$ cat config.mk
export PLATFORM = sky130hd
export DESIGN_NAME = dbg_cmd_port
export DESIGN_NICKNAME = d
export VERILOG_FILES = /design/src/rtl/dbg_pkg.sv /design/src/rtl/dbg_sel_decode.sv /design/src/rtl/dbg_shifter.sv /design/src/rtl/dbg_cmd_ctrl.sv /design/src/rtl/dbg_cmd_port.sv
export SDC_FILE = /design/constraint.sdc
export NUM_CORES = 1
export LEC_CHECK = 0
export ABC_AREA = 0
export BUFFER_PORTS_ARGS = -buffer_cell sky130_fd_sc_hd__buf_2
export CAP_MARGIN = 20
export CORE_MARGIN = 2
export CORE_UTILIZATION = 30
export DETAILED_ROUTE_END_ITERATION = 12
export RECOVER_POWER = 25
export SLEW_MARGIN = 40
export SYNTH_ARGS = -nofsm -noshare
export SYNTH_HDL_FRONTEND = slang
export SYNTH_SLANG_ARGS = --single-unit
$ cat constraint.sdc
create_clock -name tck -period 1.5 [get_ports tck]
set_input_delay 0.075 -clock tck [delete_from_list [all_inputs] [get_ports tck]]
set_output_delay 0.075 -clock tck [all_outputs]
set_load 0.01 [all_outputs]
$ cat src/rtl/dbg_pkg.sv
// Shared widths and the decoded-target record for the debug command port.
package dbg_pkg;
    localparam int CMD_W  = 8;
    localparam int DATA_W = 16;
    localparam int SEL_W  = 5;
    localparam int NREG   = 9;
    localparam int IDX_W  = $clog2(NREG);

    // Result of decoding a 5-bit target code.
    typedef struct packed {
        logic             hit;        // names a data register
        logic [IDX_W-1:0] idx;        // bit position in the one-hot select
        logic             rd_ok;      // readable
        logic             wr_ok;      // writable
        logic             need_dbg;   // legal only in debug mode
        logic             need_halt;  // legal only with trace FIFO frozen
        logic             clr;        // counter-clear action
    } sel_dec_t;
endpackage

$ cat src/rtl/dbg_sel_decode.sv
// Combinational decoder from a target code to access attributes.
// Assumes: unused and reserved codes decode to all-zero (no target, no action).
module dbg_sel_decode
    import dbg_pkg::*;
(
    input  logic [SEL_W-1:0] code,
    output sel_dec_t         dec
);
    // Map each code to its target index, directions and mode conditions.
    always_comb begin
        dec = '0;
        unique case (code)
            5'b00001: begin dec.hit = 1'b1; dec.idx = 4'd0; dec.rd_ok = 1'b1; dec.wr_ok = 1'b1; end
            5'b00010: begin dec.hit = 1'b1; dec.idx = 4'd1; dec.rd_ok = 1'b1; dec.wr_ok = 1'b1; end
            5'b00100: begin dec.hit = 1'b1; dec.idx = 4'd2; dec.wr_ok = 1'b1; end
            5'b01000: begin dec.hit = 1'b1; dec.idx = 4'd3; dec.rd_ok = 1'b1; dec.need_dbg = 1'b1; end
            5'b01001: begin dec.hit = 1'b1; dec.idx = 4'd4; dec.rd_ok = 1'b1; dec.wr_ok = 1'b1;
                            dec.need_dbg = 1'b1; end
            5'b01010: begin dec.hit = 1'b1; dec.idx = 4'd5; dec.rd_ok = 1'b1; dec.need_halt = 1'b1; end
            5'b10000: begin dec.hit = 1'b1; dec.idx = 4'd6; dec.rd_ok = 1'b1; dec.need_halt = 1'b1; end
            5'b10001: begin dec.hit = 1'b1; dec.idx = 4'd7; dec.rd_ok = 1'b1; dec.need_halt = 1'b1; end
            5'b10011: begin dec.hit = 1'b1; dec.idx = 4'd8; dec.rd_ok = 1'b1; dec.need_halt = 1'b1; end
            5'b01100: begin dec.clr = 1'b1; end
            default:  begin dec = '0; end
        endcase
    end
endmodule

$ cat src/rtl/dbg_shifter.sv
// Variable-length DR shifter: CMD_W bits in command phase, DATA_W bits in data phase.
// Assumes: capture, shift and update strobes are mutually exclusive (TAP guarantees it).
module dbg_shifter #(
    parameter int CMD_W  = 8,
    parameter int DATA_W = 16
) (
    input  logic              tck,
    input  logic              rst_n,
    input  logic              tdi,
    input  logic              capture_en,
    input  logic              shift_en,
    input  logic              long_mode,
    input  logic [DATA_W-1:0] load_val,
    output logic [DATA_W-1:0] sh_q,
    output logic              tdo
);
    logic [DATA_W-1:0] sh_short;
    logic [DATA_W-1:0] sh_long;

    // Next shifter value for each length; new bit enters the top of the active window.
    always_comb begin
        sh_long  = {tdi, sh_q[DATA_W-1:1]};
        sh_short = '0;
        sh_short[CMD_W-1:0] = {tdi, sh_q[CMD_W-1:1]};
    end

    // Parallel load on capture, serial shift on Shift-DR.
    always_ff @(posedge tck) begin
        if (!rst_n) begin
            sh_q <= '0;
        end else if (capture_en) begin
            sh_q <= load_val;
        end else if (shift_en) begin
            sh_q <= long_mode ? sh_long : sh_short;
        end
    end

    // Present the LSB on the falling edge.
    always_ff @(negedge tck) begin
        if (!rst_n) begin
            tdo <= 1'b0;
        end else begin
            tdo <= sh_q[0];
        end
    end
endmodule

$ cat src/rtl/dbg_cmd_ctrl.sv
// Command latch and data-phase sequencer: judges legality, drives select,
// write strobe and the one-cycle request pulses.
// Assumes: debug_mode and fifo_halted are stable around Update-DR.
module dbg_cmd_ctrl
    import dbg_pkg::*;
#(
    parameter int CMD_W  = 8,
    parameter int DATA_W = 16
) (
    input  logic              tck,
    input  logic              rst_n,
    input  logic              update_en,
    input  logic              debug_mode,
    input  logic              fifo_halted,
    input  logic [DATA_W-1:0] sh_q,
    input  sel_dec_t          dec,
    output logic              xfer_long,
    output logic              rd_dir,
    output logic [NREG-1:0]   reg_sel,
    output logic              wr_en,
    output logic [DATA_W-1:0] wr_data,
    output logic              exec_req,
    output logic              exit_req,
    output logic              cnt_clr,
    output logic              err_flag
);
    localparam int RW_BIT = CMD_W - 1;
    localparam int GO_BIT = CMD_W - 2;
    localparam int EX_BIT = CMD_W - 3;

    logic            cmd_rd;
    logic            cmd_go;
    logic            cmd_ex;
    logic            access_ok;
    logic [NREG-1:0] sel_hot;

    // Split the freshly shifted command byte.
    assign cmd_rd = sh_q[RW_BIT];
    assign cmd_go = sh_q[GO_BIT];
    assign cmd_ex = sh_q[EX_BIT];

    // One-hot form of the decoded index.
    for (genvar g = 0; g < NREG; g++) begin : g_hot
        assign sel_hot[g] = (dec.idx == IDX_W'(g));
    end

    // Direction and mode legality of the addressed target.
    assign access_ok = (cmd_rd ? dec.rd_ok : dec.wr_ok)
                     && (!dec.need_dbg  || debug_mode)
                     && (!dec.need_halt || fifo_halted);

    // Latch commands, run the data phase and produce pulses.
    always_ff @(posedge tck) begin
        if (!rst_n) begin
            xfer_long <= 1'b0;
            rd_dir    <= 1'b0;
            reg_sel   <= '0;
            wr_en     <= 1'b0;
            wr_data   <= '0;
            exec_req  <= 1'b0;
            exit_req  <= 1'b0;
            cnt_clr   <= 1'b0;
            err_flag  <= 1'b0;
        end else begin
            wr_en    <= 1'b0;
            exec_req <= 1'b0;
            exit_req <= 1'b0;
            cnt_clr  <= 1'b0;
            if (wr_en) begin
                reg_sel <= '0;
            end
            if (update_en) begin
                if (xfer_long) begin
                    xfer_long <= 1'b0;
                    if (rd_dir) begin
                        reg_sel <= '0;
                    end else begin
                        wr_en   <= 1'b1;
                        wr_data <= sh_q;
                    end
                end else begin
                    exec_req <= cmd_go && !cmd_ex;
                    exit_req <= cmd_go && cmd_ex;
                    cnt_clr  <= dec.clr;
                    if (dec.hit) begin
                        if (access_ok) begin
                            xfer_long <= 1'b1;
                            rd_dir    <= cmd_rd;
                            reg_sel   <= sel_hot;
                        end else begin
                            err_flag <= 1'b1;
                        end
                    end
                end
            end
        end
    end
endmodule

$ cat src/rtl/dbg_cmd_port.sv
// Top of the debug command port: shifter, target decoder and command sequencer.
// Assumes: TAP strobes are synchronous to tck and one-hot; rd_data is a
// combinational function of reg_sel.
module dbg_cmd_port
    import dbg_pkg::*;
#(
    parameter int CMD_LEN  = CMD_W,
    parameter int DATA_LEN = DATA_W
) (
    input  logic                tck,
    input  logic                rst_n,
    input  logic                tdi,
    input  logic                capture_dr,
    input  logic                shift_dr,
    input  logic                update_dr,
    input  logic                debug_mode,
    input  logic                fifo_halted,
    input  logic [DATA_LEN-1:0] rd_data,
    output logic                tdo,
    output logic                xfer_long,
    output logic [NREG-1:0]     reg_sel,
    output logic                wr_en,
    output logic [DATA_LEN-1:0] wr_data,
    output logic                exec_req,
    output logic                exit_req,
    output logic                cnt_clr,
    output logic                err_flag
);
    logic [DATA_LEN-1:0] sh_q;
    logic [DATA_LEN-1:0] load_val;
    logic                rd_dir;
    sel_dec_t            dec;

    // Capture loads read data only in a read data phase.
    assign load_val = (xfer_long && rd_dir) ? rd_data : '0;

    dbg_shifter #(.CMD_W(CMD_LEN), .DATA_W(DATA_LEN)) i_shift (
        .tck(tck), .rst_n(rst_n), .tdi(tdi),
        .capture_en(capture_dr), .shift_en(shift_dr), .long_mode(xfer_long),
        .load_val(load_val), .sh_q(sh_q), .tdo(tdo)
    );

    dbg_sel_decode i_dec (
        .code(sh_q[SEL_W-1:0]), .dec(dec)
    );

    dbg_cmd_ctrl #(.CMD_W(CMD_LEN), .DATA_W(DATA_LEN)) i_ctrl (
        .tck(tck), .rst_n(rst_n), .update_en(update_dr),
        .debug_mode(debug_mode), .fifo_halted(fifo_halted),
        .sh_q(sh_q), .dec(dec),
        .xfer_long(xfer_long), .rd_dir(rd_dir), .reg_sel(reg_sel),
        .wr_en(wr_en), .wr_data(wr_data),
        .exec_req(exec_req), .exit_req(exit_req), .cnt_clr(cnt_clr),
        .err_flag(err_flag)
    );
endmodule

==> run_results.csv <==
group,metric,value,unit
timing,worst_pin_slew,0.5187,ns
synth,synth_enable_flop_cells,0,
clock_tree,postCtsSetupBuffers,0,
min_path,hp-start,"rd_data[7]",
pwr,power.total,2.312,mW
drt,drc,0,
global_route,grt_pass1_vias,2112,
drt,vias,2085,
placement,hpwl,4.415,mm
global_route,overflow,0,
floorplan,die_h,91.44,um
pwr,p_leak,1.200,nW
synth,synth_xor_area_share,0,%
synth,synth.avg_cell_area,8.590,um^2
drt,first_pass_iters,4,
setup_path,r2r_cells,5,
drt,drtIter0Drc,126,
setup_path,critical-path-top-delay-family,"flip-flops",
synth,synth-seq-cells,49,
global_route,grt_max_degree,22,
setup_path,path_cells,"buf_6",
synth,synthFlopType,"dfxtp_1",
timing,rsz0062_at_grt,"yes",
setup_path,crit_path_max_incr_delay,0.30,ns
clock_tree,path_clk_slew,0.09,ns
final_layout,nNetsFinal,367,
setup_path,critPathLaunchType,"register",
synth,yosys_warnings,0,
clock_tree,root_buffer,"clkbuf_8",
synth,synthCells,267,
setup_path,required,1.42,ns
clock_tree,clock_sinks,49,
floorplan,ios,56,
final_layout,instances_no_fill,443,
drt,via_per_inst,4.707,
clock_tree,cts_buffers,5,
synth,synth_top_family_by_area,"simple AND/OR/NAND/NOR gates",
setup_path,r2r_end,"i_ctrl.reg_sel[4]",
global_route,grt_usage,14.79,%
setup_path,path_buf_inv,1,
synth,synthTopCellsByArea,"dfxtp_1 43%, nand2_1 9.2%, a21boi_1 5.2%",
flow_run,max_cap_viol_count,0,
setup_path,criticalPathCategory,"reg -> out",
floorplan,rows,31,
timing,skew,0.04065,ns
final_layout,nFillCells,766,
drt,wl_per_cell,13.57,um
synth,ys_types,48,
timing,setup-tns-final,-0.4093,ns
pwr,ir_worst_vdd,451.0,uV
synth,yosysTopAreaCell,"dfxtp_1",
floorplan,core,7331,um^2
timing,final_hold_viol_count,0,
timing,setup_viol,8,
outcome,violations,"setup timing",
clock_tree,cts_tree,"yes",
synth,yosysSeqAreaShare,42.77,%
min_path,hold_depth,3,
global_route,grt_pass1_wl,10.09,mm
synth,synthTopCellsByCount,"56 x nand2_1, 49 x dfxtp_1, 18 x and2_1, 17 x o21ai_0, 16 x a21boi_1",
synth,synth_fa_ha_area_share,0,%
placement,gp_congestion,0.8687,
floorplan,initial_core_util,31.29,%
setup_path,crit_path_end_kind,"output pin",
final_layout,area_growth,32.02,%
setup_path,worst-path-stages,1,
final_layout,diodes,0,
clock_tree,cts_hold_buf,0,
clock_tree,clk_path_buf_depth,2,
pwr,p_per_area,763.5,nW/um^2
synth,synth_most_common_cell,"nand2_1",
synth,yosysTopAreaCellShare,42.77,%
clock_tree,cts_max_level,2,
setup_path,worstPathArrival,1.51,ns
floorplan,die-width,91.44,um
clock_tree,clkLatencyLatePin,0.35,ns
synth,synth_mux_area_share,4.855,%
setup_path,rrSetupSlack,-0.07,ns
placement,place_ws,-0.1546,ns
timing,slew_headroom,65.19,%
timing,setup_ws,-0.08646,ns
timing,slew_viol_final,0,
outcome,status,"complete, but fails checks",
synth,synthSimpleGateAreaFrac,25.31,%
placement,placed_cells,434,
synth,synth-async-reset-ratio,0,%
global_route,antenna_found_initial,0,
min_path,hold_end,"i_shift.sh_q[7]",
final_layout,drive_gt1_share,29.07,%
setup_path,r2r-start,"i_shift.sh_q[3]",
setup_path,critPathMaxFanout,1,
final_layout,fin_util,41.30,%
drt,drtAntennaViolNets,0,
floorplan,die-area,8360,um^2
drt,totalWireLength,6.012,mm
placement,io_buffers,55,
setup_path,crit_slowest_cell,"dfxtp_2",
synth,postSynthNetCount,291,
min_path,hold_path_class,"in -> reg",
synth,synth-compound-area-share,22.53,%
synth,netlist_area,2293,um^2
[how the worst max path moves through the flow]
stage / from / endpoint
after floorplan: i_shift.sh_q[3] / i_ctrl.reg_sel[2]
after global placement: i_shift.sh_q[3] / i_ctrl.reg_sel[4]
after detailed placement: i_shift.sh_q[3] / i_ctrl.reg_sel[4]
after global routing: i_shift.sh_q[4] / i_ctrl.reg_sel[3]
final: i_shift.tdo / tdo
after CTS: i_shift.tdo / tdo
[placed cells by master (no fill, tap or decap), drive strengths merged, types with 2 or more instances in the layout]
cell type / netlist / layout
nand2: 56 / 56
a22o: 4 / 4
a21oi: 8 / 8
o22a: 2 / 2
a22oi: 2 / 2
nand2b: 2 / 2
nor2b: 12 / 12
o211ai: 3 / 3
dfxtp: 49 / 49
buf: 4 / 71
nand3: 2 / 2
o21ai: 19 / 19
a21boi: 16 / 16
nor2: 9 / 9
inv: 3 / 3
clkbuf: 15 / 23
o2bb2ai: 3 / 3
a41oi: 1 / 2
nor4: 3 / 3
or2: 3 / 3
and2: 19 / 19
mux2i: 10 / 10
and3: 3 / 3
nor3: 2 / 2
[stage by stage]
stage	cell area [um^2]	hold slack [ns]
after floorplan	2297	0.2378
after global placement	2843	0.3861
after detailed placement	2843	0.3754
after CTS	3032	0.05339
after global routing	3028	0.05735
final	3028	0.06023
[sequential cells by signal, summed over array words and instances (netlist names)]
name and flops:
i_ctrl.rd_dir 1, i_shift.sh_q 16, i_ctrl.exit_req 1, i_ctrl.reg_sel 9, i_ctrl.cnt_clr 1, i_ctrl.xfer_long 1, i_shift.tdo 1, i_ctrl.err_flag 1
i_ctrl.exec_req 1, i_ctrl.wr_en 1, i_ctrl.wr_data 16
[logic make-up (layout without fill, tap and decap cells)]
kind of cell	Yosys count	after routing
flops	49	49
mux	11	11
buf+inv	22	98
simple gates	117	117
compound gates	68	69
[where the power goes]
| part | switching (mW) | leakage, nW | total (mW) | internal [mW] |
|---|---|---|---|---|
| logic | 0.0700 | 0.744 | 0.131 | 0.0610 |
| clock network | 0.450 | 0.0587 | 0.882 | 0.432 |
| registers | 0.00129 | 0.397 | 1.30 | 1.30 |
| total | 0.521 | 1.20 | 2.31 | 1.79 |
[routing by layer]
metal | GRT usage, % | up-vias | share of wire, %
met3 | 3.237 | 9 | 4.7
met4 | 5.682 | 0 | 1.5
li1 | - | 1070 | -
met2 | 21.81 | 47 | 43
met5 | 0 | - | 0
met1 | 20.90 | 959 | 51
[timing repair]
| action | in CTS | in global routing |
|---|---|---|
| endpoints found under the setup margin | 13 | 13 |
| gates resized for setup | 14 | 5 |
| endpoints found under the hold margin | 0 | 0 |
| cloned | 1 | 0 |
| pin swaps | 8 | 5 |
[area by class of cell]
cell class              count  area [um^2]  share of cell area [%]
clock buffers               7        97.59                   3.223
well taps                  99        123.9                   4.091
flip-flops and latches     49        991.0                   32.73
inverters                   2        7.507                  0.2479
multi-input cells         197         1294                   42.73
repair buffers             87        505.5                   16.69
clock inverters             2        8.758                  0.2893
Note: power is estimated with default switching activity, not from simulation.
